`src/rtl/fci_pkg.sv`:
```
package fci_pkg;

    typedef enum logic [1:0] {
        MODE_ARRAY  = 2'd0,
        MODE_STATUS = 2'd1,
        MODE_IDENT  = 2'd2,
        MODE_QUERY  = 2'd3
    } rd_mode_e;

    typedef enum logic [1:0] {
        SEQ_IDLE  = 2'd0,
        SEQ_PROG  = 2'd1,
        SEQ_ERASE = 2'd2,
        SEQ_PROT  = 2'd3
    } seq_e;

    localparam logic [7:0] OP_PROG     = 8'h40;
    localparam logic [7:0] OP_PROG_ALT = 8'h10;
    localparam logic [7:0] OP_ERASE    = 8'h20;
    localparam logic [7:0] OP_FAST     = 8'h30;
    localparam logic [7:0] OP_CLRSR    = 8'h50;
    localparam logic [7:0] OP_PROT     = 8'h60;
    localparam logic [7:0] OP_RDSR     = 8'h70;
    localparam logic [7:0] OP_RDID     = 8'h90;
    localparam logic [7:0] OP_QUERY    = 8'h98;
    localparam logic [7:0] OP_SUSPEND  = 8'hB0;
    localparam logic [7:0] OP_PLOCK    = 8'hC0;
    localparam logic [7:0] OP_CONFIRM  = 8'hD0;
    localparam logic [7:0] OP_RDARR    = 8'hFF;

    localparam int SR_READY  = 7;
    localparam int SR_ESUSP  = 6;
    localparam int SR_ERR_HI = 5;
    localparam int SR_ERR_LO = 4;
    localparam int SR_PSUSP  = 2;

endpackage

```
`src/rtl/fci_bus_sampler.sv`:
```
module fci_bus_sampler (
    input  logic clk,
    input  logic rst_n,
    input  logic chip_sel_n,
    input  logic wr_en_n,
    input  logic rd_en_n,
    input  logic bus_rst_n,
    output logic wr_evt,
    output logic rd_cyc
);
    typedef struct packed {
        logic wr_seen;
    } smp_t;

    smp_t smp_d, smp_q;
    logic wr_cyc;

    always_comb begin
        wr_cyc        = !chip_sel_n && !wr_en_n && rd_en_n && bus_rst_n;
        rd_cyc        = !chip_sel_n && !rd_en_n && wr_en_n && bus_rst_n;
        smp_d.wr_seen = wr_cyc;
        wr_evt        = wr_cyc && !smp_q.wr_seen;
    end

    always_ff @(posedge clk or negedge rst_n) begin
        if (!rst_n) smp_q <= '0;
        else        smp_q <= smp_d;
    end
endmodule

```
`src/rtl/fci_wsm_timer.sv`:
```
module fci_wsm_timer #(
    parameter int PROG_CYC  = 8,
    parameter int ERASE_CYC = 40
) (
    input  logic clk,
    input  logic rst_n,
    input  logic abort,
    input  logic start,
    input  logic start_erase,
    input  logic suspend,
    input  logic resume,
    output logic running,
    output logic paused,
    output logic op_erase
);
    localparam int MAX_CYC = (PROG_CYC > ERASE_CYC) ? PROG_CYC : ERASE_CYC;
    localparam int CNT_W   = $clog2(MAX_CYC + 1);

    typedef struct packed {
        logic             active;
        logic             hold;
        logic             erase;
        logic [CNT_W-1:0] cnt;
    } tmr_t;

    tmr_t tmr_d, tmr_q;

    always_comb begin
        tmr_d = tmr_q;
        if (abort) begin
            tmr_d = '0;
        end else if (start) begin
            tmr_d.active = 1'b1;
            tmr_d.hold   = 1'b0;
            tmr_d.erase  = start_erase;
            tmr_d.cnt    = start_erase ? CNT_W'(ERASE_CYC) : CNT_W'(PROG_CYC);
        end else if (tmr_q.active) begin
            if (tmr_q.hold) begin
                if (resume) tmr_d.hold = 1'b0;
            end else if (suspend) begin
                tmr_d.hold = 1'b1;
            end else if (tmr_q.cnt <= CNT_W'(1)) begin
                tmr_d.active = 1'b0;
                tmr_d.cnt    = '0;
            end else begin
                tmr_d.cnt = tmr_q.cnt - CNT_W'(1);
            end
        end
    end

    always_ff @(posedge clk or negedge rst_n) begin
        if (!rst_n) tmr_q <= '0;
        else        tmr_q <= tmr_d;
    end

    assign running  = tmr_q.active && !tmr_q.hold;
    assign paused   = tmr_q.active && tmr_q.hold;
    assign op_erase = tmr_q.erase;
endmodule

```
`src/rtl/fci_read_mux.sv`:
```
module fci_read_mux
    import fci_pkg::*;
#(
    parameter int          OFS_W  = 15,
    parameter logic [15:0] MFR_ID = 16'h00A5,
    parameter logic [15:0] DEV_ID = 16'h5C3E
) (
    input  logic             clk,
    input  logic             rst_n,
    input  logic             rd_cyc,
    input  rd_mode_e         mode,
    input  logic [OFS_W-1:0] offset,
    input  logic [15:0]      array_rdata,
    input  logic [7:0]       status_byte,
    output logic [15:0]      dq_out,
    output logic             dq_oe
);
    typedef struct packed {
        logic        oe;
        logic [15:0] data;
    } rdo_t;

    rdo_t rdo_d, rdo_q;

    always_comb begin
        rdo_d.oe   = rd_cyc;
        rdo_d.data = '0;
        if (rd_cyc) begin
            case (mode)
                MODE_ARRAY:  rdo_d.data = array_rdata;
                MODE_STATUS: rdo_d.data = {8'h00, status_byte};
                MODE_IDENT: begin
                    if (offset == OFS_W'(0))      rdo_d.data = MFR_ID;
                    else if (offset == OFS_W'(1)) rdo_d.data = DEV_ID;
                end
                MODE_QUERY: begin
                    if (offset == OFS_W'(0))      rdo_d.data = 16'h0051;
                    else if (offset == OFS_W'(1)) rdo_d.data = 16'h0052;
                    else if (offset == OFS_W'(2)) rdo_d.data = 16'h0059;
                end
                default: rdo_d.data = '0;
            endcase
        end
    end

    always_ff @(posedge clk or negedge rst_n) begin
        if (!rst_n) rdo_q <= '0;
        else        rdo_q <= rdo_d;
    end

    assign dq_out = rdo_q.data;
    assign dq_oe  = rdo_q.oe;
endmodule

```
`src/rtl/flash_cmd_if.sv`:
```
module flash_cmd_if
    import fci_pkg::*;
#(
    parameter int          ADDR_W    = 16,
    parameter int          NUM_PART  = 2,
    parameter int          PROG_CYC  = 8,
    parameter int          ERASE_CYC = 40,
    parameter logic [15:0] MFR_ID    = 16'h00A5,
    parameter logic [15:0] DEV_ID    = 16'h5C3E
) (
    input  logic              clk,
    input  logic              rst_n,
    input  logic              chip_sel_n,
    input  logic              wr_en_n,
    input  logic              rd_en_n,
    input  logic              bus_rst_n,
    input  logic [ADDR_W-1:0] addr,
    input  logic [15:0]       dq_in,
    input  logic [15:0]       array_rdata,
    output logic [15:0]       dq_out,
    output logic              dq_oe,
    output logic              wsm_busy
);
    // NUM_PART must be a power of two, at least 2
    localparam int PART_BITS = $clog2(NUM_PART);
    localparam int OFS_W     = ADDR_W - PART_BITS;

    typedef struct packed {
        rd_mode_e               mode;
        seq_e                   seq;
        logic [PART_BITS-1:0]   job_part;
        logic [NUM_PART-1:0]    err;
    } dec_t;

    dec_t dec_d, dec_q;

    logic                 wr_evt, rd_cyc;
    logic                 t_start, t_erase, t_susp, t_resume;
    logic                 run, paused, op_erase;
    logic [7:0]           cmd;
    logic [PART_BITS-1:0] part_sel;
    logic [7:0]           status_byte;
    logic                 job_here;
    logic [7:0]           unused_hi;
    rd_mode_e             cur_mode;

    assign cmd       = dq_in[7:0];
    assign unused_hi = dq_in[15:8];
    assign part_sel  = addr[ADDR_W-1 -: PART_BITS];
    assign cur_mode  = dec_q.mode;

    fci_bus_sampler u_sampler (
        .clk        (clk),
        .rst_n      (rst_n),
        .chip_sel_n (chip_sel_n),
        .wr_en_n    (wr_en_n),
        .rd_en_n    (rd_en_n),
        .bus_rst_n  (bus_rst_n),
        .wr_evt     (wr_evt),
        .rd_cyc     (rd_cyc)
    );

    // command decoder: next state
    always_comb begin
        dec_d    = dec_q;
        t_start  = 1'b0;
        t_erase  = 1'b0;
        t_susp   = 1'b0;
        t_resume = 1'b0;
        if (wr_evt) begin
            if (dec_q.seq != SEQ_IDLE) begin
                dec_d.seq  = SEQ_IDLE;
                dec_d.mode = MODE_STATUS;
                if (dec_q.seq == SEQ_PROG || cmd == OP_CONFIRM) begin
                    t_start        = 1'b1;
                    t_erase        = (dec_q.seq == SEQ_ERASE);
                    dec_d.job_part = part_sel;
                end else begin
                    dec_d.err[part_sel] = 1'b1;
                end
            end else if (run) begin
                if (cmd == OP_RDSR) begin
                    dec_d.mode = MODE_STATUS;
                end else if (cmd == OP_SUSPEND) begin
                    t_susp     = 1'b1;
                    dec_d.mode = MODE_STATUS;
                end
            end else if (paused) begin
                case (cmd)
                    OP_RDSR:  dec_d.mode = MODE_STATUS;
                    OP_RDARR: dec_d.mode = MODE_ARRAY;
                    OP_RDID:  dec_d.mode = MODE_IDENT;
                    OP_QUERY: dec_d.mode = MODE_QUERY;
                    OP_CONFIRM: begin
                        t_resume   = 1'b1;
                        dec_d.mode = MODE_STATUS;
                    end
                    default: dec_d.mode = dec_q.mode;
                endcase
            end else begin
                case (cmd)
                    OP_PROG, OP_PROG_ALT, OP_FAST, OP_PLOCK: begin
                        dec_d.seq  = SEQ_PROG;
                        dec_d.mode = MODE_STATUS;
                    end
                    OP_ERASE: begin
                        dec_d.seq  = SEQ_ERASE;
                        dec_d.mode = MODE_STATUS;
                    end
                    OP_PROT: begin
                        dec_d.seq  = SEQ_PROT;
                        dec_d.mode = MODE_STATUS;
                    end
                    OP_CLRSR:             dec_d.err[part_sel] = 1'b0;
                    OP_RDSR:              dec_d.mode = MODE_STATUS;
                    OP_RDID:              dec_d.mode = MODE_IDENT;
                    OP_QUERY:             dec_d.mode = MODE_QUERY;
                    OP_RDARR:             dec_d.mode = MODE_ARRAY;
                    OP_SUSPEND, OP_CONFIRM: dec_d.mode = dec_q.mode;
                    default: begin
                        dec_d.err[part_sel] = 1'b1;
                        dec_d.mode          = MODE_STATUS;
                    end
                endcase
            end
        end
        if (!bus_rst_n) begin
            dec_d = '0;
        end
    end

    always_ff @(posedge clk or negedge rst_n) begin
        if (!rst_n) dec_q <= '0;
        else        dec_q <= dec_d;
    end

    fci_wsm_timer #(
        .PROG_CYC  (PROG_CYC),
        .ERASE_CYC (ERASE_CYC)
    ) u_timer (
        .clk         (clk),
        .rst_n       (rst_n),
        .abort       (!bus_rst_n),
        .start       (t_start),
        .start_erase (t_erase),
        .suspend     (t_susp),
        .resume      (t_resume),
        .running     (run),
        .paused      (paused),
        .op_erase    (op_erase)
    );

    // status byte of the addressed partition
    always_comb begin
        job_here               = (dec_q.job_part == part_sel);
        status_byte            = '0;
        status_byte[SR_READY]  = !(run && job_here);
        status_byte[SR_ESUSP]  = paused && op_erase && job_here;
        status_byte[SR_ERR_HI] = dec_q.err[part_sel];
        status_byte[SR_ERR_LO] = dec_q.err[part_sel];
        status_byte[SR_PSUSP]  = paused && !op_erase && job_here;
    end

    fci_read_mux #(
        .OFS_W  (OFS_W),
        .MFR_ID (MFR_ID),
        .DEV_ID (DEV_ID)
    ) u_rdmux (
        .clk         (clk),
        .rst_n       (rst_n),
        .rd_cyc      (rd_cyc),
        .mode        (cur_mode),
        .offset      (addr[OFS_W-1:0]),
        .array_rdata (array_rdata),
        .status_byte (status_byte),
        .dq_out      (dq_out),
        .dq_oe       (dq_oe)
    );

    assign wsm_busy = run;
endmodule

```
`config.mk`:
```
export PLATFORM = sky130hd
export DESIGN_NAME = flash_cmd_if
export DESIGN_NICKNAME = d
export VERILOG_FILES = /design/src/rtl/fci_pkg.sv /design/src/rtl/fci_bus_sampler.sv /design/src/rtl/fci_wsm_timer.sv /design/src/rtl/fci_read_mux.sv /design/src/rtl/flash_cmd_if.sv
export SDC_FILE = /design/constraint.sdc
export NUM_CORES = 1
export LEC_CHECK = 0
export BUFFER_PORTS_ARGS = -buffer_cell sky130_fd_sc_hd__buf_4
export CORE_ASPECT_RATIO = 1.25
export CORE_MARGIN = 3
export CORE_UTILIZATION = 37
export CTS_CLUSTER_DIAMETER = 40
export DETAILED_ROUTE_END_ITERATION = 6
export PLACE_DENSITY = 0.67
export SKIP_LAST_GASP = 1
export SYNTH_ARGS = -nofsm -noshare
export SYNTH_HDL_FRONTEND = slang
export SYNTH_SLANG_ARGS = --single-unit
```
`constraint.sdc`:
```
create_clock -name clk -period 2.5 [get_ports clk]
set_input_delay 0.25 -clock clk [delete_from_list [all_inputs] [get_ports clk]]
set_output_delay 0.25 -clock clk [all_outputs]
set_load 0.02 [all_outputs]
```
## After elaboration in Yosys (flattened, before gate mapping)

Index checks and enable logic that the tools add are counted.
W data, S select, Z words.

| storage, ports and cells | value |
|---|---|
| bits in latches | 0 |
| flip-flop bits (word level) | 34 |
| ROM bits | 0 |
| memories kept | 0 |
| memory bits (writable) | 0 |
| output and inout port bits | 18 |

| cells by class | value |
|---|---|
| eq/ne operators | 36 |
| add/subtract/negate cells | 1 |
| multiplexer cells | 62 |
| reductions and logical operators | 35 |
| divide/modulo/power cells | 0 |
| shift-type cells | 0 |
| bitwise logic cells | 3 |
| order comparisons | 3 |
| $mul | 0 |

Operators with widths:

| kind | count |
|---|---|
| $mux W16 | 4 |
| $pmux W16 S4 | 1 |
| $eq A8 B8 Y1 const B | 6 |
| $mux W6 | 6 |
| $eq A8 B7 Y1 const B | 4 |
| $mux W1 | 28 |
| $mux W2 | 12 |
| $mux W7 | 3 |
| $eq A8 B6 Y1 const B | 2 |
| $pmux W2 S4 | 2 |
| $eq A15 B1 Y1 const B | 1 |
| $eq A15 B2 Y1 const B | 1 |
| $logic_and A1 B1 Y1 | 15 |
| $logic_not A15 Y1 | 1 |
| $mux W15 | 1 |
| $reduce_or A12 Y1 | 1 |
| $ne A5 B2 Y1 const B | 2 |
| $mux W9 | 1 |
| $ne A3 B2 Y1 const B | 3 |
| $ne A3 B3 Y1 const B | 3 |
| $eq A8 B5 Y1 const B | 1 |
| $ne A2 B1 Y1 const B | 4 |
| $ne A8 B4 Y1 const B | 1 |
| $reduce_and A4 Y1 | 2 |
| other kinds (25) | 35 |

## Depth between registers and ports, before layout

Gate-level depths: netlist of run 1.

| depth | value |
|---|---|
| word-level depth | 12 |
| mapped depth | 8 |
| gate-level depth less buffers | 8 |

## Hierarchy

From an unflattened synthesis of run 1, not the netlist that was laid out.

| unflattened totals | value |
|---|---|
| cell total of the unflattened synthesis | 232 |
| area total of the unflattened synthesis | 2,133.3 um^2 |

Modules (own cells, without submodules):

| module | area each (um^2) | times used | cells an instance |
|---|---|---|---|
| fci_read_mux | 804.5 | 1 | 79 |
| flash_cmd_if | 738.2 | 1 | 95 |
| fci_wsm_timer | 534.3 | 1 | 54 |
| fci_bus_sampler | 56.3 | 1 | 4 |

## Worst setup path before layout of run 1

No wires, ideal clock.

| path | value |
|---|---|
| path type | input to register |
| from | input port dq_in[1] |
| to | register dec_q (netlist bit cur_mode[0]) |
| stages | 6 |
| required time | 2.375 ns |
| arrival time | 1.984 ns |
| library setup time | 0.125 ns |
| slack | 0.392 ns |
| path through | or3_1 > or4_1 > buf_2 > a31oi_1 > a2bb2oi_1 > mux2_2 |

| on the way | value |
|---|---|
| cells in the longest elaborated chain, start to end | 8 |
| elaborated cells on any way between the ends | 21 |

Ends and longest elaborated chain:

| what | line | text |
|---|---|---|
| from (decl) | flash_cmd_if.sv:18 | `input logic [15:0] dq_in,` |
| $eq A8 B8 Y1, or another cell as far along | flash_cmd_if.sv:89, flash_cmd_if.sv:101 |  |
| $reduce_or A3 Y1 (no source line) or $reduce_or A2 Y1 (tied branches) | -- |  |
| $pmux W2 S4, on equally long branches | flash_cmd_if.sv:101, flash_cmd_if.sv:89 |  |
| $mux W2 | flash_cmd_if.sv:88 | `end else if (paused) begin` |
| $mux W2 | flash_cmd_if.sv:81 | `end else if (run) begin` |
| $mux W4 | flash_cmd_if.sv:71 | `if (dec_q.seq != SEQ_IDLE) begin` |
| $mux W7 | flash_cmd_if.sv:70 | `if (wr_evt) begin` |
| $mux W7 | flash_cmd_if.sv:127 | `if (!bus_rst_n) begin` |
| to (signal assigned) | flash_cmd_if.sv:133 | `if (!rst_n) dec_q <= '0;` |
| to (signal assigned) | flash_cmd_if.sv:134 | `else dec_q <= dec_d;` |
| to (decl) | flash_cmd_if.sv:35 | `dec_t dec_d, dec_q;` |

Several ways; a longest one is shown, not always the timed one. The select of a mux whose other input is x is not followed.
A chain may end at the register's enable or synchronous reset.

## Worst setup path in the final report of run 1

| path | value |
|---|---|
| from | register dec_q[4] (netlist bit) |
| to | register u_timer.tmr_q[5] (netlist bit) |

| on the way | value |
|---|---|
| cells in the longest elaborated chain, start to end | 8 |
| elaborated cells on any way between the ends | 19 |

Ends and longest elaborated chain:

| what | line | text |
|---|---|---|
| $eq A2 B1 Y1 | flash_cmd_if.sv:74 | `if (dec_q.seq == SEQ_PROG \|\| cmd == OP_CONFIRM) begin` |
| $logic_or A1 B1 Y1 | flash_cmd_if.sv:74 |  |
| $mux W1 | flash_cmd_if.sv:74 |  |
| $mux W1 | flash_cmd_if.sv:71 |  |
| $mux W1 | flash_cmd_if.sv:70 |  |
| $mux W6 | fci_wsm_timer.sv:36 | `tmr_d.cnt = start_erase ? CNT_W'(ERASE_CYC) : CNT_W'(PROG_CYC);` |
| $mux W6 | fci_wsm_timer.sv:32 | `end else if (start) begin` |
| $mux W9 | fci_wsm_timer.sv:30 | `if (abort) begin` |
| to (signal assigned) | fci_wsm_timer.sv:53 | `else tmr_q <= tmr_d;` |
| to (decl) | fci_wsm_timer.sv:26 | `tmr_t tmr_d, tmr_q;` |

Several ways; a longest one is shown, not always the timed one.

==> flow_summary.json, run 1 <==
{
  "h-tree-depth": 2,
  "synthArstFlopShare_pct": 100.0,
  "yosysSeqAreaShare_pct": 43.48,
  "max_freq_mhz": 478.6,
  "synthTopCellsByArea": "dfrtp_1 (43%), a21oi_1 (4.6%), nand2_1 (4.2%)",
  "rsz0062_at_grt": "no",
  "critPathMaxFanout": 8,
  "maxCapViolCount": 0,
  "swShare_pct": 22.61,
  "fp-row-count": 28,
  "period_needed_ns": 2.090,
  "cts_buffer_depth": 2,
  "first_iter_violations": 113,
  "syn_nets": 273,
  "grt_pass1_wl_mm": 8.459,
  "cpPeakStageDelay_ns": 0.46,
  "wl_per_cell_um": 14.68,
  "fin_cells": 345,
  "antenna_found_initial": 0,
  "fp.coreArea_mm2": 0.004905,
  "skew_ns": 0.003540,
  "critPathCaptureType": "flop",
  "drt-total-wl_mm": 5.065,
  "io_pins": 72,
  "nets": 340,
  "p_per_area_mw_per_mm2": 505.3,
  "dieArea_mm2": 0.006203,
  "clk_pin_slew_ns": 0.08,
  "ys_warn_count": 0,
  "fp.dieH_um": 87.31,
  "vias": 1880,
  "path_delay_family": "simple AND/OR/NAND/NOR gates",
  "period_share_pct": 83.58,
  "path_cells": "nor2_1 > nand3_2 > o41ai_4 > buf_4 > or2b_1 > mux2i_1",
  "numCtsBuffers": 5,
  "synthDistinctLibCells": 51,
  "synth_commonest_cells": "dfrtp_1 (34), nand2_1 (22), nor2_1 (20), a21oi_1 (18)",
  "synth_edf_count": 0,
  "path_buf_inv": 1,
  "worstPathArrival_ns": 2.26,
  "grt_overflow": 0,
  "dr.pass1.iters": 4,
  "ys.flop_type": "dfrtp_1",
  "post_cts_buffers": 0,
  "peakVddDrop_mv": 0.2898,
  "clock_power_share_pct": 45.8,
  "crit_path_start_kind": "flop",
  "clk_latency_ns": 0.28,
  "area_growth_pct": 35.55,
  "io_buffers": 63,
  "critPathSlowestCell": "dfrtp_1",
  "hpwl_mm": 3.942,
  "grt_max_degree": 35,
  "place_inst": 336,
  "via_per_inst": 5.449,
  "yosysTopAreaCell": "dfrtp_1",
  "cts_tree": "built",
  "relSlewSlack_pct": 64.60,
  "place.gp.congestion": 0.8335,
  "hp-class": "input pin to flop",
  "comb_power_share_pct": 11.9,
  "synth_top_cell_area_share_pct": 43.48,
  "final_util_pct": 54.08,
  "ys_seq_elements": 34,
  "power_frac_seq_pct": 42.3,
  "setup_tns_ns": 0,
  "cts.sinks": 34,
  "status": "finished, final reports clean",
  "synth.most_common_cell": "dfrtp_1",
  "crit_required_ns": 2.67,
  "finalMaxSlewViolations": 0,
  "final_antenna_net_count": 0,
  "p_leak_nw": 1.254,
  "drive_gt1_share_pct": 30.88,
  "grt_pass1_vias": 1859,
  "cts_root_buffer": "clkbuf_8",
  "grt_usage_pct": 17.03,
  "die_w_um": 71.05,
  "drc": 0,
  "setup_viol": 0,
  "antenna_cells": 0,
  "hold_viol_final": 0,
  "worstSetupPathType": "flop to flop",
  "initial_core_util_pct": 39.90,
  "p_sw_mw": 0.3031,
  "power.internal_mw": 1.037,
  "syn_avg_cell_area_um2": 9.018,
  "netlist_instances": 217,
  "tightestPinTransition_ns": 0.5290,
  "hold_ws_ns": 0.1814,
  "syn_area_mm2": 0.001957
}
## layer usage
layer / vias to the layer above / wire length [µm] / GRT usage (%)
met2: 44 / 2611 / 29.45
met4: 0 / 171 / 7.863
li1: 925 / - / -
met3: 15 / 170 / 2.771
met5: - / 0 / 0
met1: 896 / 2112 / 20.62
## logic make-up after synthesis
family	share of synthesized area, %
flops	43.48
simple gates	26.98
compound gates	18.16
buf+inv	4.028
xor+xnor	0.4477
fa+ha+maj	1.279
mux	5.626
## area by class of cell
cell class | instances | area, µm²
Tap cell | 60 | 75.07
Sequential cell | 34 | 850.8
Clock buffer | 5 | 68.82
Multi-Input combinational cell | 163 | 1027
Inverter | 11 | 41.29
Fill cell | 473 | 2252
Timing Repair Buffer | 69 | 520.5
Clock inverter | 3 | 68.82
## registers in the layout, indices dropped and copies added (netlist names)
signal,flops
u_sampler.smp_q,1
u_rdmux.dq_oe,1
u_rdmux.dq_out,16
dec_q,5
cur_mode,2
u_timer.op_erase,1
u_timer.tmr_q,8
## per-stage QoR
step           worst slack [ns]  power (mW)  instance area [µm²]
4_1_cts                  0.4316       1.352                 2653
3_5_place_dp             0.1347      0.7375                 2505
5_1_grt                  0.3144       1.391                 2653
6_report                 0.4104       1.340                 2653
3_3_place_gp             0.1556      0.7359                 2505
2_1_floorplan            0.3917      0.6449                 1957
## placed cells by master (no fill, tap or decap), types with 3 or more instances in the layout
| cell type | Yosys | final |
|---|---|---|
| nor2b_1 | 6 | 6 |
| inv_1 | 11 | 11 |
| a31oi_1 | 3 | 3 |
| a21oi_1 | 18 | 18 |
| nand3_1 | 5 | 5 |
| and3_1 | 4 | 4 |
| buf_4 | 0 | 68 |
| mux2i_1 | 5 | 5 |
| nor4_1 | 7 | 7 |
| nor3_1 | 11 | 11 |
| mux2_2 | 4 | 4 |
| nand2_1 | 22 | 22 |
| o21ai_0 | 10 | 10 |
| dfrtp_1 | 34 | 34 |
| or3_1 | 3 | 3 |
| o31ai_1 | 3 | 3 |
| or4_1 | 4 | 4 |
| nor2_1 | 20 | 20 |
| clkbuf_8 | 0 | 5 |
## power groups by stage
stage                     Clock (mW)  Combinational (mW)  Sequential, mW
after CTS                      0.623               0.161           0.567
after detailed placement           0               0.159           0.578
after global routing           0.645               0.178           0.569
after global placement             0               0.158           0.578
final                          0.614               0.159           0.567
after floorplan                    0              0.0689           0.576
## worst reg2reg max path: stages (launching register included)
cell and delay, ns:
dfrtp_1 0.46, nor2_1 0.38, nand3_2 0.20, o41ai_4 0.36
buf_4 0.21, or2b_1 0.25, mux2i_1 0.12
## path summary, 6_finish.rpt
path                                       from            endpoint  slack, ns  cells after the start
worst max-delay path                   dec_q[4]    u_timer.tmr_q[5]       0.41                      6
worst min-delay path            array_rdata[10]  u_rdmux.dq_out[10]       0.18                      3
worst max register to register         dec_q[4]    u_timer.tmr_q[5]       0.41                      6
worst min register to register         dec_q[1]            dec_q[1]       0.54                      2
max in group asynchronous                 rst_n   u_rdmux.dq_out[9]       1.74                      2
min in group asynchronous                 rst_n    u_timer.tmr_q[2]       0.45                      2
## what timing repair did
item,4_1_cts,5_1_grt
endpoints found under the hold margin,34,0
resized for setup,0,0
hold buffers,1,0
Power figures use the tool's default switching activity.
==> run 2, diff against run 1 <==
Settings changed: PLACE_DENSITY 0.67 to 0.69.
Clock period 2.5 ns to 1.9 ns, I/O delays scaled along.
==> run 2 against run 1 <==
Worst hold slack worse by 0.058 ns. Die area stayed put. Flip-flop and latch count unchanged. Via count up 3.7%. Count of clock-buffer cells in the layout up 1. Core utilization rose by 2.9 points. Combinational power rose by 44%. Clock power shrank 10%. Final cell count grew 6.1%. Global-route usage up 0.55 points. Critical path type is now input pin to flop. Largest cell class unchanged.
==> flow_summary.json, run 2 (synthesized netlist as in run 1, its figures left out) <==
{
  "first_iter_violations": 81,
  "max_freq_mhz": 551.9,
  "grt_usage_pct": 17.58,
  "initial_core_util_pct": 39.90,
  "r2r-start": "u_timer.tmr_q[3]",
  "setup_ws_ns": 0.08799,
  "via_per_inst": 5.325,
  "worstSetupPathType": "input pin to flop",
  "largest_reg_flops": 16,
  "status": "finished, final reports clean",
  "critPathMaxFanout": 4,
  "antenna_cells": 0,
  "cts_buffer_depth": 2,
  "rsz0062_at_grt": "no",
  "clk_pin_slew_ns": 0.07,
  "dr.pass1.iters": 4,
  "dieArea_mm2": 0.006203,
  "skew_ns": 0.006095,
  "worstPathArrival_ns": 1.98,
  "whs_endpoint": "u_rdmux.dq_out[12]",
  "io_pins": 72,
  "grt_overflow": 0,
  "peakVddDrop_mv": 0.4001,
  "place.gp.congestion": 0.9418,
  "p_per_area_mw_per_mm2": 546.4,
  "pre_cts_slack_ns": -0.2676,
  "antenna_found_initial": 0,
  "hold_ws_ns": 0.1232,
  "cts_root_buffer": "clkbuf_8",
  "finalMaxSlewViolations": 0,
  "rrSetupSlack_ns": 0.11,
  "final_common_cell": "buf_4",
  "cts_tree": "built",
  "min_delay_path_depth": 3,
  "fp-row-count": 28,
  "io_buffers": 63,
  "wl_per_cell_um": 14.56,
  "dpl_cell_area_mm2": 0.002678,
  "drc": 0,
  "critPathCaptureType": "flop",
  "p_leak_nw": 1.336,
  "setup_viol": 0,
  "cts.sinks": 34,
  "vias": 1949,
  "tightestPinTransition_ns": 0.5063,
  "die_w_um": 71.05,
  "nets": 361,
  "crit_required_ns": 2.07,
  "mostFrequentLayoutCells": "buf_4 (89), dfrtp_1 (34), nand2_1 (22)",
  "grt_pass1_wl_mm": 8.769,
  "fill_cells": 462,
  "worstHoldStart": "array_rdata[12]",
  "clk_latency_ns": 0.28,
  "drt-total-wl_mm": 5.328,
  "period_needed_ns": 1.812,
  "relSlewSlack_pct": 66.12,
  "maxCapViolCount": 0,
  "r2r-end": "u_timer.tmr_q[8]",
  "hpwl_mm": 4.201,
  "grt_max_degree": 35,
  "r2r_cells": 4,
  "numCtsBuffers": 5,
  "crit_path_start_kind": "input pin",
  "period_share_pct": 95.37,
  "h-tree-depth": 2,
  "fp.coreArea_mm2": 0.004905,
  "postLayoutCellArea_mm2": 0.002796,
  "post_cts_buffers": 0,
  "area_growth_pct": 42.90,
  "drive_gt1_share_pct": 37.58,
  "grt_pass1_vias": 2014,
  "hold_viol_final": 0,
  "hp-class": "input pin to flop",
  "fp.dieH_um": 87.31,
  "final_antenna_net_count": 0
}
==> run 2: changes by cell type in the layout (fill, tap and decap cells not counted), moves of 2 or more <==
cell	before	now
bufinv_16	2	0
nor3_1	11	9
nor3_2	0	2
buf_4	68	89
==> run 2: repair_timing <==
item                                    in CTS  in global routing
endpoints found under the setup margin       0                  4
hold buffers                                 1                  0
hold endpoints to repair                    34                  0
gates resized for setup                      0                  3
==> run 2: worst max-delay path by stage <==
stage	endpoint	start	slack [ns]
finish	cur_mode[0]	dq_in[1]	0.09
global route	u_timer.tmr_q[5]	u_timer.tmr_q[0]	0.004
CTS	cur_mode[0]	dq_in[1]	0.04
detailed placement	cur_mode[0]	dq_in[1]	-0.27
global placement	cur_mode[0]	dq_in[1]	-0.22
floorplan	u_timer.tmr_q[5]	dq_in[1]	-0.1
==> run 2: routing by layer <==
metal / track usage, % / part of all wire, %
met1: 19.46 / 41
met2: 32.49 / 55
met3: 3.811 / 3.5
met4: 6.838 / 1.3
met5: 0 / 0
==> run 2: critical path, cell delays in order <==
cell,delay (ns)
buf_4,0.11
or3_1,0.38
or4_4,0.56
a31oi_1,0.19
a2bb2oi_2,0.20
mux2_2,0.35
==> run 2: cell type report <==
cell class	instances	area (µm²)	area share, %
Timing Repair Buffer	90	678.2	24.25
Clock buffer	6	82.58	2.953
Sequential cell	34	850.8	30.43
Inverter	11	41.29	1.477
Multi-Input combinational cell	163	1056	37.76
Tap cell	60	75.07	2.685
Clock inverter	2	12.51	0.4474
==> run 2: through the flow <==
stage / TNS, ns / utilization (%) / power, mW / instances
floorplan: -0.2486 / - / 0.8495 / 217
global placement: -1.749 / 54.59 / 0.9866 / 357
detailed placement: -2.371 / 54.59 / 0.9895 / 357
CTS: 0 / 56.73 / 1.546 / 366
global route: 0 / 57.02 / 1.595 / 366
finish: 0 / 57.02 / 1.528 / 366
==> run 2: power by group <==
part           total, mW  switching, mW  internal (mW)
Combinational      0.229          0.109          0.120
Sequential         0.747         0.0134          0.733
Clock              0.552          0.261          0.291
==> run 3, diff against run 2 <==
Settings changed: BUFFER_PORTS_ARGS -buffer_cell sky130_fd_sc_hd__buf_4 to not set, DONT_BUFFER_PORTS set to 1, PLACE_DENSITY 0.69 to 0.6.
Clock period 1.9 ns to 2 ns, I/O delays scaled along.
==> run 3 against run 2 <==
Worst hold slack lost 0.087 ns. Critical path type is now flop to flop. Die area is the same. Clock power shrank 9.2%. Flip-flop and latch count is the same.
==> flow_summary.json, run 3 (synthesized netlist as in run 1, its figures left out) <==
{
  "final_antenna_net_count": 0,
  "peakVddDrop_mv": 0.3728,
  "critPathCaptureType": "flop",
  "min_delay_path_depth": 1,
  "final_common_cell": "dfrtp_1",
  "grt_max_degree": 35,
  "status": "finished, final reports clean",
  "via_per_inst": 5.792,
  "pre_cts_slack_ns": -0.04036,
  "dieArea_mm2": 0.006203,
  "cts_buffer_depth": 2,
  "die_w_um": 71.05,
  "initial_core_util_pct": 39.90,
  "hold_ws_ns": 0.03605,
  "route.met2.wl_mm": 2.389,
  "vias": 1697,
  "cts_tree": "built",
  "drc": 0,
  "fin_cells": 293,
  "place.gp.congestion": 0.8509,
  "cts_root_buffer": "clkbuf_8",
  "fp.coreArea_mm2": 0.004905,
  "path_cells": "or4_1 > nor2_1 > nor2_1 > mux2_2 > a21o_1",
  "post_cts_buffers": 0,
  "hold_buffers": 2,
  "nets": 288,
  "final_util_pct": 45.46,
  "first_iter_violations": 109,
  "grt_pass1_vias": 1718,
  "crit_top_cell": "nor2_1",
  "dpl_cell_area_mm2": 0.002113,
  "cpPeakStageDelay_ns": 0.55,
  "postLayoutCellArea_mm2": 0.002230,
  "hp-class": "input pin to flop",
  "grt_usage_pct": 16.55,
  "area_growth_pct": 13.94,
  "r2r_cells": 5,
  "rsz0062_at_grt": "no",
  "setup_ws_ns": 0.1790,
  "whs_endpoint": "u_timer.tmr_q[3]",
  "drt-total-wl_mm": 4.891,
  "highest_layer": "met4",
  "numCtsBuffers": 5,
  "clk_pin_slew_ns": 0.07,
  "r2r-start": "u_timer.tmr_q[4]",
  "relSlewSlack_pct": 65.39,
  "period_share_pct": 91.05,
  "crit_path_start_kind": "flop",
  "setup_viol": 0,
  "clk_latency_ns": 0.29,
  "worstPathArrival_ns": 2.00,
  "hpwl_mm": 3.694,
  "critPathMaxFanout": 5,
  "place_inst": 283,
  "crit_required_ns": 2.18,
  "wl_met1_mm": 2.016,
  "wl_met3_um": 411,
  "grt_overflow": 0,
  "max_freq_mhz": 549.1,
  "skew_ns": 0.007409,
  "hold_viol_final": 0,
  "wl_per_cell_um": 16.69,
  "power_mw": 1.324,
  "post_cts_resized": 0,
  "antenna_cells": 0,
  "grt_pass1_wl_mm": 8.135,
  "tightestPinTransition_ns": 0.5173,
  "fp.dieH_um": 87.31,
  "io_buffers": 0,
  "fill_cells": 510,
  "rrSetupSlack_ns": 0.18,
  "worstSetupPathType": "flop to flop",
  "mostFrequentLayoutCells": "dfrtp_1 (34), nand2_1 (22), nor2_1 (20)",
  "fp-row-count": 28,
  "drive_gt1_share_pct": 15.45,
  "period_needed_ns": 1.821,
  "p_leak_nw": 0.9718,
  "dr.pass1.iters": 5,
  "worstSetupStartpoint": "u_timer.tmr_q[4]",
  "io_pins": 72,
  "setup_tns_ns": 0,
  "antenna_found_initial": 0,
  "cts.sinks": 34,
  "p_per_area_mw_per_mm2": 593.8,
  "critPathSlowestCell": "or4_1",
  "finalMaxSlewViolations": 0,
  "h-tree-depth": 2,
  "worstHoldStart": "bus_rst_n",
  "r2r-end": "u_timer.tmr_q[3]",
  "maxCapViolCount": 0,
  "largest_reg_flops": 16
}
[run 3: worst max path at each step]
stage	endpoint	slack (ns)
after CTS	u_timer.tmr_q[3]	0.17
after global routing	u_timer.tmr_q[5]	0.05
after global placement	cur_mode[1]	-0.04
after detailed placement	cur_mode[1]	-0.04
final	u_timer.tmr_q[3]	0.18
after floorplan	u_timer.tmr_q[5]	-0.008
[run 3: final cells by class]
class                      count  area, µm²  share of cell area (%)
sequential                    34      850.8                   38.16
multi-input combinational    163       1033                   46.35
timing repair buffer          17      142.6                   6.397
inverter                      11      41.29                   1.852
tap                           60      75.07                   3.367
clock inverter                 2      13.76                  0.6173
clock buffer                   6      72.57                   3.255
[run 3: critical path: cells and delay by family, from the launching register on]
kind               cells  cell delay (ns)
muxes                  1             0.26
DFF                    1             0.41
AOI/OAI and AO/OA      1             0.17
and+or+nand+nor        3             0.88
[run 3: metal layers]
layer	track usage, %	up-vias
li1	-	820
met1	19.06	809
met2	28.52	61
met3	5.774	7
met4	5.641	0
met5	0	-
[run 3: power breakdown]
group,switching (mW),internal [mW],leakage [nW]
registers,0.0210,0.697,0.471
logic,0.0591,0.0462,0.456
clock network,0.256,0.245,0.0452
